## src/rtl/duo_chan_pkg.sv

```systemverilog
package duo_chan_pkg;
  localparam int BYTE_W = 8;
  localparam int OFS_W  = 4;

  // Offsets inside one channel window; the decoder compares against these.
  localparam logic [OFS_W-1:0] OFS_STATUS = 4'h3;
  localparam logic [OFS_W-1:0] OFS_CMD    = 4'h5;
  localparam logic [OFS_W-1:0] OFS_DATA   = 4'h7;

  // Two-bit enable/disable field encoding.
  typedef enum logic [1:0] {
    FLD_HOLD0 = 2'b00,
    FLD_ON    = 2'b01,
    FLD_OFF   = 2'b10,
    FLD_HOLD3 = 2'b11
  } fieldCmd_t;

  // Strobes from the decoder to one channel lane.
  typedef struct packed {
    logic cmdWr;
    logic txWr;
    logic rxRd;
  } chanStrobe_t;
endpackage

```

## src/rtl/duo_chan_decode.sv

```systemverilog
module duo_chan_decode
  import duo_chan_pkg::*;
#(
  parameter int ADDR_W   = 5,
  parameter int CH_COUNT = 2
) (
  input  logic [ADDR_W-1:0]                busAddr,
  input  logic                             busWrEn,
  input  logic                             busRdEn,
  output chanStrobe_t [CH_COUNT-1:0]       strobes,
  output logic [CH_COUNT-1:0]              statusHit,
  output logic [CH_COUNT-1:0]              dataHit
);
  localparam int CH_BITS = ADDR_W - OFS_W;

  logic [OFS_W-1:0]   ofs;
  logic [CH_BITS-1:0] chSel;

  assign ofs   = busAddr[OFS_W-1:0];
  assign chSel = busAddr[ADDR_W-1:OFS_W];

  for (genvar c = 0; c < CH_COUNT; c++) begin : g_ch
    logic chHit;
    assign chHit            = (chSel == CH_BITS'(c));
    assign statusHit[c]     = chHit && (ofs == OFS_STATUS);
    assign dataHit[c]       = chHit && (ofs == OFS_DATA);
    assign strobes[c].cmdWr = chHit && busWrEn && (ofs == OFS_CMD);
    assign strobes[c].txWr  = chHit && busWrEn && (ofs == OFS_DATA);
    assign strobes[c].rxRd  = chHit && busRdEn && (ofs == OFS_DATA);
  end
endmodule

```

## src/rtl/duo_chan_lane.sv

```systemverilog
module duo_chan_lane
  import duo_chan_pkg::*;
(
  input  logic              clk,
  input  logic              rstN,
  input  chanStrobe_t       strobe,
  input  logic [BYTE_W-1:0] wrData,
  input  logic              rxValid,
  input  logic [BYTE_W-1:0] rxByte,
  output logic [BYTE_W-1:0] statusByte,
  output logic [BYTE_W-1:0] holdByte,
  output logic              txStrobe,
  output logic [BYTE_W-1:0] txByte,
  output logic              rxIrqFlag,
  output logic              txIrqFlag,
  output logic              rxIrqPulse,
  output logic              txIrqPulse
);
  logic      rxEn, txEn, rxRdy, txRdy, txFlagQ;
  fieldCmd_t rxCmd, txCmd;
  logic      rxOn, rxOff, txOn, txOff;
  logic      accept, txRdyNext, txFlagNext;

  assign rxCmd = fieldCmd_t'(wrData[1:0]);
  assign txCmd = fieldCmd_t'(wrData[3:2]);
  assign rxOn  = strobe.cmdWr && (rxCmd == FLD_ON);
  assign rxOff = strobe.cmdWr && (rxCmd == FLD_OFF);
  assign txOn  = strobe.cmdWr && (txCmd == FLD_ON);
  assign txOff = strobe.cmdWr && (txCmd == FLD_OFF);

  // Receiver takes a byte only into an empty holding store.
  assign accept = rxValid && rxEn && !rxRdy;

  always_comb begin
    if (txOn)             txRdyNext = 1'b1;
    else if (txOff)       txRdyNext = 1'b0;
    else if (strobe.txWr) txRdyNext = 1'b0;
    else                  txRdyNext = txEn;
  end

  always_comb begin
    if (txOn)             txFlagNext = 1'b1;
    else if (txOff)       txFlagNext = 1'b0;
    else if (strobe.txWr) txFlagNext = 1'b0;
    else if (txEn)        txFlagNext = 1'b1;
    else                  txFlagNext = txFlagQ;
  end

  always_ff @(posedge clk or negedge rstN) begin
    if (!rstN) begin
      rxEn       <= 1'b0;
      txEn       <= 1'b0;
      rxRdy      <= 1'b0;
      txRdy      <= 1'b0;
      txFlagQ    <= 1'b0;
      holdByte   <= '0;
      txStrobe   <= 1'b0;
      txByte     <= '0;
      rxIrqPulse <= 1'b0;
      txIrqPulse <= 1'b0;
    end else begin
      if (rxOn)       rxEn <= 1'b1;
      else if (rxOff) rxEn <= 1'b0;
      if (txOn)       txEn <= 1'b1;
      else if (txOff) txEn <= 1'b0;

      if (accept) begin
        rxRdy    <= 1'b1;
        holdByte <= rxByte;
      end else if (strobe.rxRd) begin
        rxRdy    <= 1'b0;
      end

      txRdy      <= txRdyNext;
      txFlagQ    <= txFlagNext;
      txStrobe   <= strobe.txWr;
      if (strobe.txWr) txByte <= wrData;
      rxIrqPulse <= accept;
      txIrqPulse <= txRdyNext && !txRdy;
    end
  end

  // The receive interrupt source tracks the one-deep holding store.
  assign rxIrqFlag  = rxRdy;
  assign txIrqFlag  = txFlagQ;
  assign statusByte = {4'b0000, txRdy, txRdy, rxRdy, rxRdy};
endmodule

```

## src/rtl/duo_chan_ctrl.sv

```systemverilog
module duo_chan_ctrl
  import duo_chan_pkg::*;
#(
  parameter int ADDR_W   = 5,
  parameter int CH_COUNT = 2
) (
  input  logic                         clk,
  input  logic                         rstN,
  input  logic [ADDR_W-1:0]            busAddr,
  input  logic                         busWrEn,
  input  logic                         busRdEn,
  input  logic [BYTE_W-1:0]            busWrData,
  output logic [BYTE_W-1:0]            busRdData,
  input  logic [CH_COUNT-1:0]          lineRxValid,
  input  logic [CH_COUNT*BYTE_W-1:0]   lineRxByte,
  output logic [CH_COUNT-1:0]          lineTxStrobe,
  output logic [CH_COUNT*BYTE_W-1:0]   lineTxByte,
  output logic [CH_COUNT-1:0]          rxIrqFlag,
  output logic [CH_COUNT-1:0]          txIrqFlag,
  output logic [CH_COUNT-1:0]          rxIrqPulse,
  output logic [CH_COUNT-1:0]          txIrqPulse
);
  chanStrobe_t [CH_COUNT-1:0]           strobes;
  logic [CH_COUNT-1:0]                  statusHit, dataHit;
  logic [CH_COUNT-1:0][BYTE_W-1:0]      statusBus, holdBus;

  duo_chan_decode #(.ADDR_W(ADDR_W), .CH_COUNT(CH_COUNT)) u_dec (
    .busAddr  (busAddr),
    .busWrEn  (busWrEn),
    .busRdEn  (busRdEn),
    .strobes  (strobes),
    .statusHit(statusHit),
    .dataHit  (dataHit)
  );

  for (genvar c = 0; c < CH_COUNT; c++) begin : g_lane
    duo_chan_lane u_lane (
      .clk       (clk),
      .rstN      (rstN),
      .strobe    (strobes[c]),
      .wrData    (busWrData),
      .rxValid   (lineRxValid[c]),
      .rxByte    (lineRxByte[c*BYTE_W +: BYTE_W]),
      .statusByte(statusBus[c]),
      .holdByte  (holdBus[c]),
      .txStrobe  (lineTxStrobe[c]),
      .txByte    (lineTxByte[c*BYTE_W +: BYTE_W]),
      .rxIrqFlag (rxIrqFlag[c]),
      .txIrqFlag (txIrqFlag[c]),
      .rxIrqPulse(rxIrqPulse[c]),
      .txIrqPulse(txIrqPulse[c])
    );
  end

  always_comb begin
    busRdData = '0;
    for (int c = 0; c < CH_COUNT; c++) begin
      if (statusHit[c]) busRdData = statusBus[c];
      if (dataHit[c])   busRdData = holdBus[c];
    end
  end
endmodule

```

## config.mk

```make
export PLATFORM = sky130hd
export DESIGN_NAME = duo_chan_ctrl
export DESIGN_NICKNAME = d
export VERILOG_FILES = /design/src/rtl/duo_chan_pkg.sv /design/src/rtl/duo_chan_decode.sv /design/src/rtl/duo_chan_lane.sv /design/src/rtl/duo_chan_ctrl.sv
export SDC_FILE = /design/constraint.sdc
export NUM_CORES = 1
export LEC_CHECK = 0
export ABC_AREA = 1
export BUFFER_PORTS_ARGS = -buffer_cell sky130_fd_sc_hd__buf_4
export CAP_MARGIN = 20
export CORE_MARGIN = 5
export CORE_UTILIZATION = 57
export CTS_BUF_LIST = sky130_fd_sc_hd__clkbuf_4
export DETAILED_ROUTE_END_ITERATION = 10
export PLACE_DENSITY = 0.95
export SLEW_MARGIN = 20
export SYNTH_ARGS = -nofsm -noshare
export SYNTH_HDL_FRONTEND = slang
export SYNTH_SLANG_ARGS = --single-unit
```

## constraint.sdc

```tcl
create_clock -name clk -period 1.8 [get_ports clk]
set_input_delay 0.27 -clock clk [delete_from_list [all_inputs] [get_ports clk]]
set_output_delay 0.27 -clock clk [all_outputs]
set_load 0.05 [all_outputs]
```

==> results of run 1 <==
[cell families (layout without fill, tap and decap cells)]
logic type,Yosys count,in the layout,synth area share
flip-flops,48,48,0.541
buffers and inverters,39,104,0.0931
AO/OA/AOI/OAI,25,25,0.0852
AND/OR/NAND/NOR,133,133,0.280
[area by class of cell]
| type | count | share of cell area |
|---|---|---|
| clock inverters | 3 | 0.0135 |
| well taps | 48 | 0.0217 |
| multi-input cells | 158 | 0.292 |
| flip-flops and latches | 48 | 0.433 |
| repair buffers | 70 | 0.190 |
| clock buffers | 5 | 0.0135 |
| inverters | 26 | 0.0352 |
[worst max-delay path by stage]
stage | slack [ns] | cells past startpoint | startpoint | to
after CTS | 0.22 | 8 | busAddr[0] | busRdData[1]
after floorplan | 0.32 | 6 | busAddr[0] | busRdData[0]
after global placement | 0.29 | 8 | busAddr[0] | busRdData[3]
final | 0.21 | 8 | busAddr[0] | busRdData[1]
after global routing | 0.13 | 8 | busAddr[0] | busRdData[0]
after detailed placement | 0.23 | 8 | busAddr[0] | busRdData[1]
[stage by stage]
stage / worst slack [ns] / hold slack (ns)
2_1_floorplan: 0.316 / -0.0256
3_3_place_gp: 0.294 / 0.310
3_5_place_dp: 0.229 / 0.303
4_1_cts: 0.224 / 0.0794
5_1_grt: 0.127 / 0.0724
6_report: 0.209 / 0.0829
[cell usage in the layout (no fill, tap or decap)]
master	synthesis	routed
sky130_fd_sc_hd__nand2_2	7	7
sky130_fd_sc_hd__a22o_1	4	4
sky130_fd_sc_hd__nor2_1	4	4
sky130_fd_sc_hd__inv_1	20	20
sky130_fd_sc_hd__nor3_1	3	3
sky130_fd_sc_hd__nand2_1	92	92
sky130_fd_sc_hd__dlygate4sd3_1	0	1
sky130_fd_sc_hd__a21oi_2	1	1
sky130_fd_sc_hd__nand3_4	1	1
sky130_fd_sc_hd__o21ai_0	4	4
sky130_fd_sc_hd__inv_2	3	3
sky130_fd_sc_hd__o21ai_2	12	12
sky130_fd_sc_hd__nand3_1	11	11
sky130_fd_sc_hd__nand4_1	6	6
sky130_fd_sc_hd__a21oi_1	2	2
sky130_fd_sc_hd__clkbuf_4	0	5
sky130_fd_sc_hd__nand3_2	3	3
sky130_fd_sc_hd__buf_4	10	69
sky130_fd_sc_hd__bufinv_16	0	1
sky130_fd_sc_hd__nor2_4	5	5
sky130_fd_sc_hd__nor2_2	1	1
sky130_fd_sc_hd__o21ai_1	2	2
sky130_fd_sc_hd__dfrtp_1	48	48
sky130_fd_sc_hd__clkinv_1	3	5
[critical path, stage by stage]
cell                      delay, ns
sky130_fd_sc_hd__buf_4         0.08
sky130_fd_sc_hd__nand2_1       0.08
sky130_fd_sc_hd__inv_1         0.13
sky130_fd_sc_hd__nand2_2       0.13
sky130_fd_sc_hd__nor2_4        0.20
sky130_fd_sc_hd__nand2_1       0.09
sky130_fd_sc_hd__nand4_1       0.11
sky130_fd_sc_hd__buf_4         0.21
[metal layers]
metal,wire length (um),share of wire
met1,1960,0.36
met2,3010,0.55
met3,367,0.067
met4,151,0.027
met5,0,0
[sequential cells by signal, indices dropped and copies added, names as in the netlist]
signal / flops
g_lane.u_lane.holdByte: 16
g_lane.u_lane.txIrqPulse: 2
g_lane.u_lane.txStrobe: 2
g_lane.u_lane.rxEn: 2
g_lane.u_lane.txRdy: 2
g_lane.u_lane.txEn: 2
g_lane.u_lane.txByte: 16
g_lane.u_lane.rxIrqPulse: 2
g_lane.u_lane.txIrqFlag: 2
g_lane.u_lane.rxIrqFlag: 2
[synth_stat cells]
cell	instances
sky130_fd_sc_hd__nor2_2	1
sky130_fd_sc_hd__a21oi_2	1
sky130_fd_sc_hd__o21ai_2	12
sky130_fd_sc_hd__nor2_1	4
sky130_fd_sc_hd__o21ai_0	4
sky130_fd_sc_hd__nand2_1	92
sky130_fd_sc_hd__a22o_1	4
sky130_fd_sc_hd__nor2_4	5
sky130_fd_sc_hd__inv_2	3
sky130_fd_sc_hd__buf_4	10
sky130_fd_sc_hd__nand3_1	11
sky130_fd_sc_hd__a21oi_1	2
sky130_fd_sc_hd__o21ai_1	2
sky130_fd_sc_hd__buf_6	3
sky130_fd_sc_hd__clkinv_1	3
sky130_fd_sc_hd__nand4_1	6
sky130_fd_sc_hd__dfrtp_1	48
sky130_fd_sc_hd__nand3_2	3
sky130_fd_sc_hd__nor3_1	3
sky130_fd_sc_hd__nand3_4	1
sky130_fd_sc_hd__inv_1	20
sky130_fd_sc_hd__nand2_2	7
[power groups by stage]
| stage | sequential [mW] | combinational [mW] | clock (mW) |
|---|---|---|---|
| 2_1_floorplan | 1.76 | 0.620 | 0 |
| 3_3_place_gp | 1.58 | 1.11 | 0 |
| 3_5_place_dp | 1.58 | 1.15 | 0 |
| 4_1_cts | 1.57 | 1.17 | 0.618 |
| 5_1_grt | 1.60 | 1.25 | 0.666 |
| 6_report | 1.57 | 1.15 | 0.618 |
==> run_results.csv, run 1 <==
group,metric,value,unit
status,outcome,"complete, no violations",
setup_path,timing.critical_path.to_type,"primary output",
layout,post_route_cells_drive_above_1_share,0.348,
power,gate_power_share,0.345,
yosys,synth.lib_cells_used.distinct,22,
power,ir_worst_vdd,0.632,mV
yosys,syn-num-nets,280,
worst_hold_path,worst_hold_path.endpoint,"g_lane[0].u_lane.holdByte[7]$_DFFE_PN0P_",
placed_design,routabilityCongestion,0.838,
placed_design,place_area,2690,um2
sta,slew_viol_final,0,
floorplanning,chip_width,72.4,um
cts,clock_latency_reported_for_the_late_side_of_the_worst_skew_pair,0.36,ns
sta,fmax,629,MHz
setup_path,r2r_cells,5,
floorplanning,std_cell_rows,22,
floorplanning,floorplan.initialDensity,0.597,
layout,seqCellArea,1200,um2
floorplanning,floorplan.die_area,5240,um2
power,power.net_switching,1.32,mW
cts,buffer_count_from_post_cts_setup_fixing,0,
setup_path,worstPathArrival,1.32,ns
yosys,synthDominantCellAreaShare,0.541,
floorplanning,die_y,72.4,um
detailed_routing,dr.first_iter.drc_count,189,
cts,max_root_sink_buffers,2,
yosys,synthesized_netlist_cell_count,245,
cts,htree_levels,2,
power,powerDensity,1210,nW/um2
placed_design,number_of_buffers_inserted_by_port_buffering,68,
grt,grt_pass1_wl,8970,um
grt,grt_use_met3,0.0540,
power,share_clk_of_total_power,0.185,
yosys,yosys_warnings,0,
setup_path,worst-path-max-fanout,8,
worst_hold_path,worst_hold_path.num_cells,3,
sta,report.final.hold_viol_count,0,
grt,global_route.peak_usage_layer,"met2",
sta,slew_headroom,0.610,
detailed_routing,ant_nets,0,
setup_path,crit-reg2reg-capture,"g_lane[0].u_lane.holdByte[4]$_DFFE_PN0P_",
placed_design,dpl.hpwl,4000,um
power,power.switching_fraction,0.395,
layout,post-route-util,0.746,
layout,final_design_instance_area_without_fill,2770,um2
grt,first_global_vias,1850,
power,p_int,2.03,mW
grt,grt_use_met2,0.391,
sta,max_slew.worst_pin.slew,0.585,ns
layout,layout.nets,344,
cts,clk_pin_slew,0.13,ns
placed_design,dp_cells,349,
flow_run,cap_viol_max_count,0,
yosys,synth_top_area_cell,"sky130_fd_sc_hd__dfrtp_1",
setup_path,setup.worst_path.start_class,"input port",
sta,clock_skew,0.00551,ns
setup_path,worst-setup-path-type,"input port to primary output",
grt,grt_usage,0.226,
layout,synthToLayoutAreaGrowth,25.0,%
grt,gr_util_met1,0.264,
sta,setup-violations-final,0,
setup_path,crit-reg2reg-launch,"g_lane[0].u_lane.rxIrqFlag$_DFFE_PN0P_",
detailed_routing,via_per_inst,5.19,
yosys,summed_instance_area_of_the_synthesized_netlist,2220,um2
detailed_routing,drc_errors,0,
setup_path,timing.critical_path.required,1.53,ns
sta,timing.final.crit_period,1.59,ns
layout,layout.cells.non_filler,358,
layout,nFillCells,251,
cts,post_cts_resize_count,0,
detailed_routing,detail_route.first_pass.iterations,4,
worst_hold_path,hold_path_origin,"lineRxByte[7]",
floorplanning,placeableCoreArea,3720,um2
power,leakagePower,1.54,nW
sta,finalCritPeriodShare,0.884,
detailed_routing,routed_wire_length_per_instance,15.4,um
yosys,synth_area_per_cell,9.05,um2
cts,cts_hold_repair.buffers,1,
floorplanning,floorplan.io_pins,69,
layout,multi_input_gate_area,811,um2
setup_path,r2r_slack,0.51,ns
cts,cts_tree,"built",
cts,tritoncts.num_buffers,5,
layout,antenna_cells,0,
worst_hold_path,worst_hold_path_type,"input port to register",
cts,clk_root_buffer_cell,"sky130_fd_sc_hd__clkbuf_4",
sta,fin_tns_setup,0,ns
yosys,synth-seq-cells,48,
yosys,synth.top_cells.by_area,"sky130_fd_sc_hd__dfrtp_1 (54%), sky130_fd_sc_hd__nand2_1 (16%), sky130_fd_sc_hd__o21ai_2 (4.7%)",
power,sequential_power_share,0.470,
detailed_routing,dr_total_vias,1859,
grt,global_route.overflow_total,0,
grt,grt_start_max_net_pins,49,
sta,grt_setup_unrepaired,"false",
power,power_consumption,3.35,mW
cts,cts.sinks,48,
yosys,ys_seq_area_frac,0.541,
grt,grt_antenna_before_repair,0,
detailed_routing,postRouteWirelength,5500,um
(Power assumes the default switching activity.)
==> run 2, diff against run 1 <==
--- a/config.mk
+++ b/config.mk
@@ -10,7 +10,7 @@
 export CAP_MARGIN = 20
 export CORE_MARGIN = 5
 export CORE_UTILIZATION = 57
-export CTS_BUF_LIST = sky130_fd_sc_hd__clkbuf_4
+export CTS_BUF_LIST = sky130_fd_sc_hd__clkbuf_4 sky130_fd_sc_hd__clkbuf_8
 export DETAILED_ROUTE_END_ITERATION = 10
 export PLACE_DENSITY = 0.95
 export SLEW_MARGIN = 20
==> run_results.csv, run 2 (same netlist as run 1, synthesis figures left out) <==
group,metric,value,unit
detailed_routing,routed_wire_length_per_instance,14.9,um
cts,cts_tree,"built",
sta,timing.final.crit_period,1.60,ns
detailed_routing,via_per_inst,5.17,
power,leakagePower,1.56,nW
setup_path,critPathLaunch,"busAddr[0]",
setup_path,critPathSlowestCell,"sky130_fd_sc_hd__buf_4",
layout,final_cell_mix,"sky130_fd_sc_hd__nand2_1 (92), sky130_fd_sc_hd__buf_4 (69), sky130_fd_sc_hd__dfrtp_1 (48), sky130_fd_sc_hd__inv_1 (20), sky130_fd_sc_hd__o21ai_2 (12)",
power,power.net_switching,1.32,mW
floorplanning,die_y,72.4,um
detailed_routing,drt-met1-wl,2000,um
layout,antenna_cells,0,
setup_path,crit-reg2reg-launch,"g_lane[0].u_lane.rxIrqFlag$_DFFE_PN0P_",
sta,slew_headroom,0.615,
placed_design,number_of_buffers_inserted_by_port_buffering,68,
detailed_routing,met2RoutedLength,2950,um
layout,post_route_cells_drive_above_1_share,0.355,
setup_path,cp_max_stage_delay,0.21,ns
sta,fmax,626,MHz
sta,slew_viol_final,0,
worst_hold_path,worst_hold_path_type,"input port to register",
floorplanning,std_cell_rows,22,
detailed_routing,topRoutingLayerUsed,"met4",
grt,grt_usage,0.220,
setup_path,worstPathArrival,1.33,ns
cts,clock_latency_reported_for_the_late_side_of_the_worst_skew_pair,0.30,ns
power,gate_power_share,0.326,
placed_design,dpl.hpwl,4000,um
power,power.switching_fraction,0.372,
cts,cts.sinks,48,
layout,post-route-util,0.760,
cts,clk_pin_slew,0.08,ns
detailed_routing,dr_total_vias,1850,
placed_design,routabilityCongestion,0.838,
setup_path,worst-path-max-fanout,8,
power,ir_worst_vdd,0.807,mV
detailed_routing,postRouteWirelength,5330,um
setup_path,timing.critical_path.cells,"buf_4, nand2_1, inv_1, nand2_2, nor2_4, nand2_1, nand4_1, buf_4",
detailed_routing,ant_nets,0,
sta,finalCritPeriodShare,0.888,
cts,tritoncts.num_buffers,5,
sta,max_slew.worst_pin.slew,0.578,ns
grt,grt_antenna_before_repair,0,
power,powerDensity,1260,nW/um2
flow_run,cap_viol_max_count,0,
detailed_routing,detailroute.wirelength.met3,309,um
status,outcome,"complete, no violations",
floorplanning,floorplan.die_area,5240,um2
detailed_routing,dr.first_iter.drc_count,163,
sta,clock_skew,0.00588,ns
layout,layout.cells.non_filler,358,
sta,fin_tns_setup,0,ns
cts,max_root_sink_buffers,2,
layout,largest_registers,"g_lane.u_lane.holdByte (16), g_lane.u_lane.txByte (16)",
sta,grt_setup_unrepaired,"false",
layout,layout.nets,344,
grt,first_global_vias,1852,
floorplanning,floorplan.io_pins,69,
cts,clk_root_buffer_cell,"sky130_fd_sc_hd__clkbuf_8",
floorplanning,placeableCoreArea,3720,um2
layout,synthToLayoutAreaGrowth,27.3,%
power,sequential_power_share,0.440,
grt,global_route.overflow_total,0,
cts,htree_levels,2,
setup_path,worst-path-buf-inv,3,
detailed_routing,detail_route.first_pass.iterations,4,
sta,setup-violations-final,0,
setup_path,setup.worst_path.start_class,"input port",
detailed_routing,drc_errors,0,
setup_path,timing.critical_path.to_type,"primary output",
grt,grt_start_max_net_pins,49,
worst_hold_path,hold_path_origin,"lineRxByte[7]",
power,share_clk_of_total_power,0.234,
setup_path,worst-setup-path-type,"input port to primary output",
setup_path,cp_top_family,"simple AND/OR/NAND/NOR gates",
floorplanning,floorplan.initialDensity,0.597,
sta,report.final.hold_viol_count,0,
setup_path,timing.critical_path.required,1.53,ns
layout,final_common_cell,"sky130_fd_sc_hd__nand2_1",
cts,post_cts_resize_count,0,
power,p_int,2.23,mW
grt,grt_pass1_wl,8820,um
placed_design,dp_cells,349,
floorplanning,chip_width,72.4,um
## run 2: changes by cell type in the layout (fill, tap and decap cells not counted)
| cell | before | now |
|---|---|---|
| sky130_fd_sc_hd__clkbuf_4 | 5 | 0 |
| sky130_fd_sc_hd__clkbuf_8 | 0 | 7 |
| sky130_fd_sc_hd__clkinv_1 | 5 | 3 |
## run 2: power by group through the flow
stage	registers (mW)	clock network (mW)	logic [mW]
floorplan	1.76	0	0.620
global placement	1.58	0	1.11
detailed placement	1.58	0	1.15
CTS	1.56	0.838	1.17
global route	1.60	0.881	1.25
finish	1.57	0.832	1.16
## run 2: final timing paths
| path | end | slack [ns] | cells after the start |
|---|---|---|---|
| max in group asynchronous | g_lane[0].u_lane.holdByte[6]$_DFFE_PN0P_ | 0.91 | 2 |
| worst max register to register | g_lane[0].u_lane.holdByte[4]$_DFFE_PN0P_ | 0.55 | 5 |
| worst min-delay path | g_lane[0].u_lane.holdByte[7]$_DFFE_PN0P_ | 0.15 | 3 |
| worst max-delay path | busRdData[1] | 0.20 | 8 |
| min in group asynchronous | g_lane[0].u_lane.txByte[6]$_DFFE_PN0P_ | 0.48 | 2 |
| worst min register to register | g_lane[1].u_lane.txIrqPulse$_DFF_PN0_ | 0.44 | 1 |
## run 2: tightest hold or removal path: stages
cell,delay [ns]
sky130_fd_sc_hd__buf_4,0.07
sky130_fd_sc_hd__nand2_1,0.04
sky130_fd_sc_hd__nand2_1,0.04
## run 2: area by class of cell
| type | instances | area (um2) |
|---|---|---|
| sequential | 48 | 1200 |
| fill | 239 | 892 |
| multi-input combinational | 158 | 811 |
| timing repair buffer | 70 | 528 |
| inverter | 26 | 97.6 |
| clock buffer | 7 | 96.3 |
| tap | 48 | 60.1 |
| clock inverter | 1 | 30.0 |
## run 2: what timing repair did
item,in CTS,in global routing
buffers inserted,0,0
hold buffers,1,0
endpoints found under the hold margin,48,0
## run 2: metrics by stage
stage | worst slack [ns] | power, mW | hold slack, ns | cell area [um2]
after floorplan | 0.316 | 2.38 | -0.0256 | 2220
after global placement | 0.294 | 2.69 | 0.310 | 2690
after detailed placement | 0.229 | 2.73 | 0.303 | 2690
after CTS | 0.215 | 3.57 | 0.156 | 2820
after global routing | 0.116 | 3.73 | 0.155 | 2820
final | 0.202 | 3.56 | 0.154 | 2820
## run 2: layer usage
metal | vias to the layer above | global-route usage
li1 | 892 | -
met1 | 884 | 0.269
met2 | 65 | 0.390
met3 | 9 | 0.0485
met4 | 0 | 0.0615
met5 | - | 0
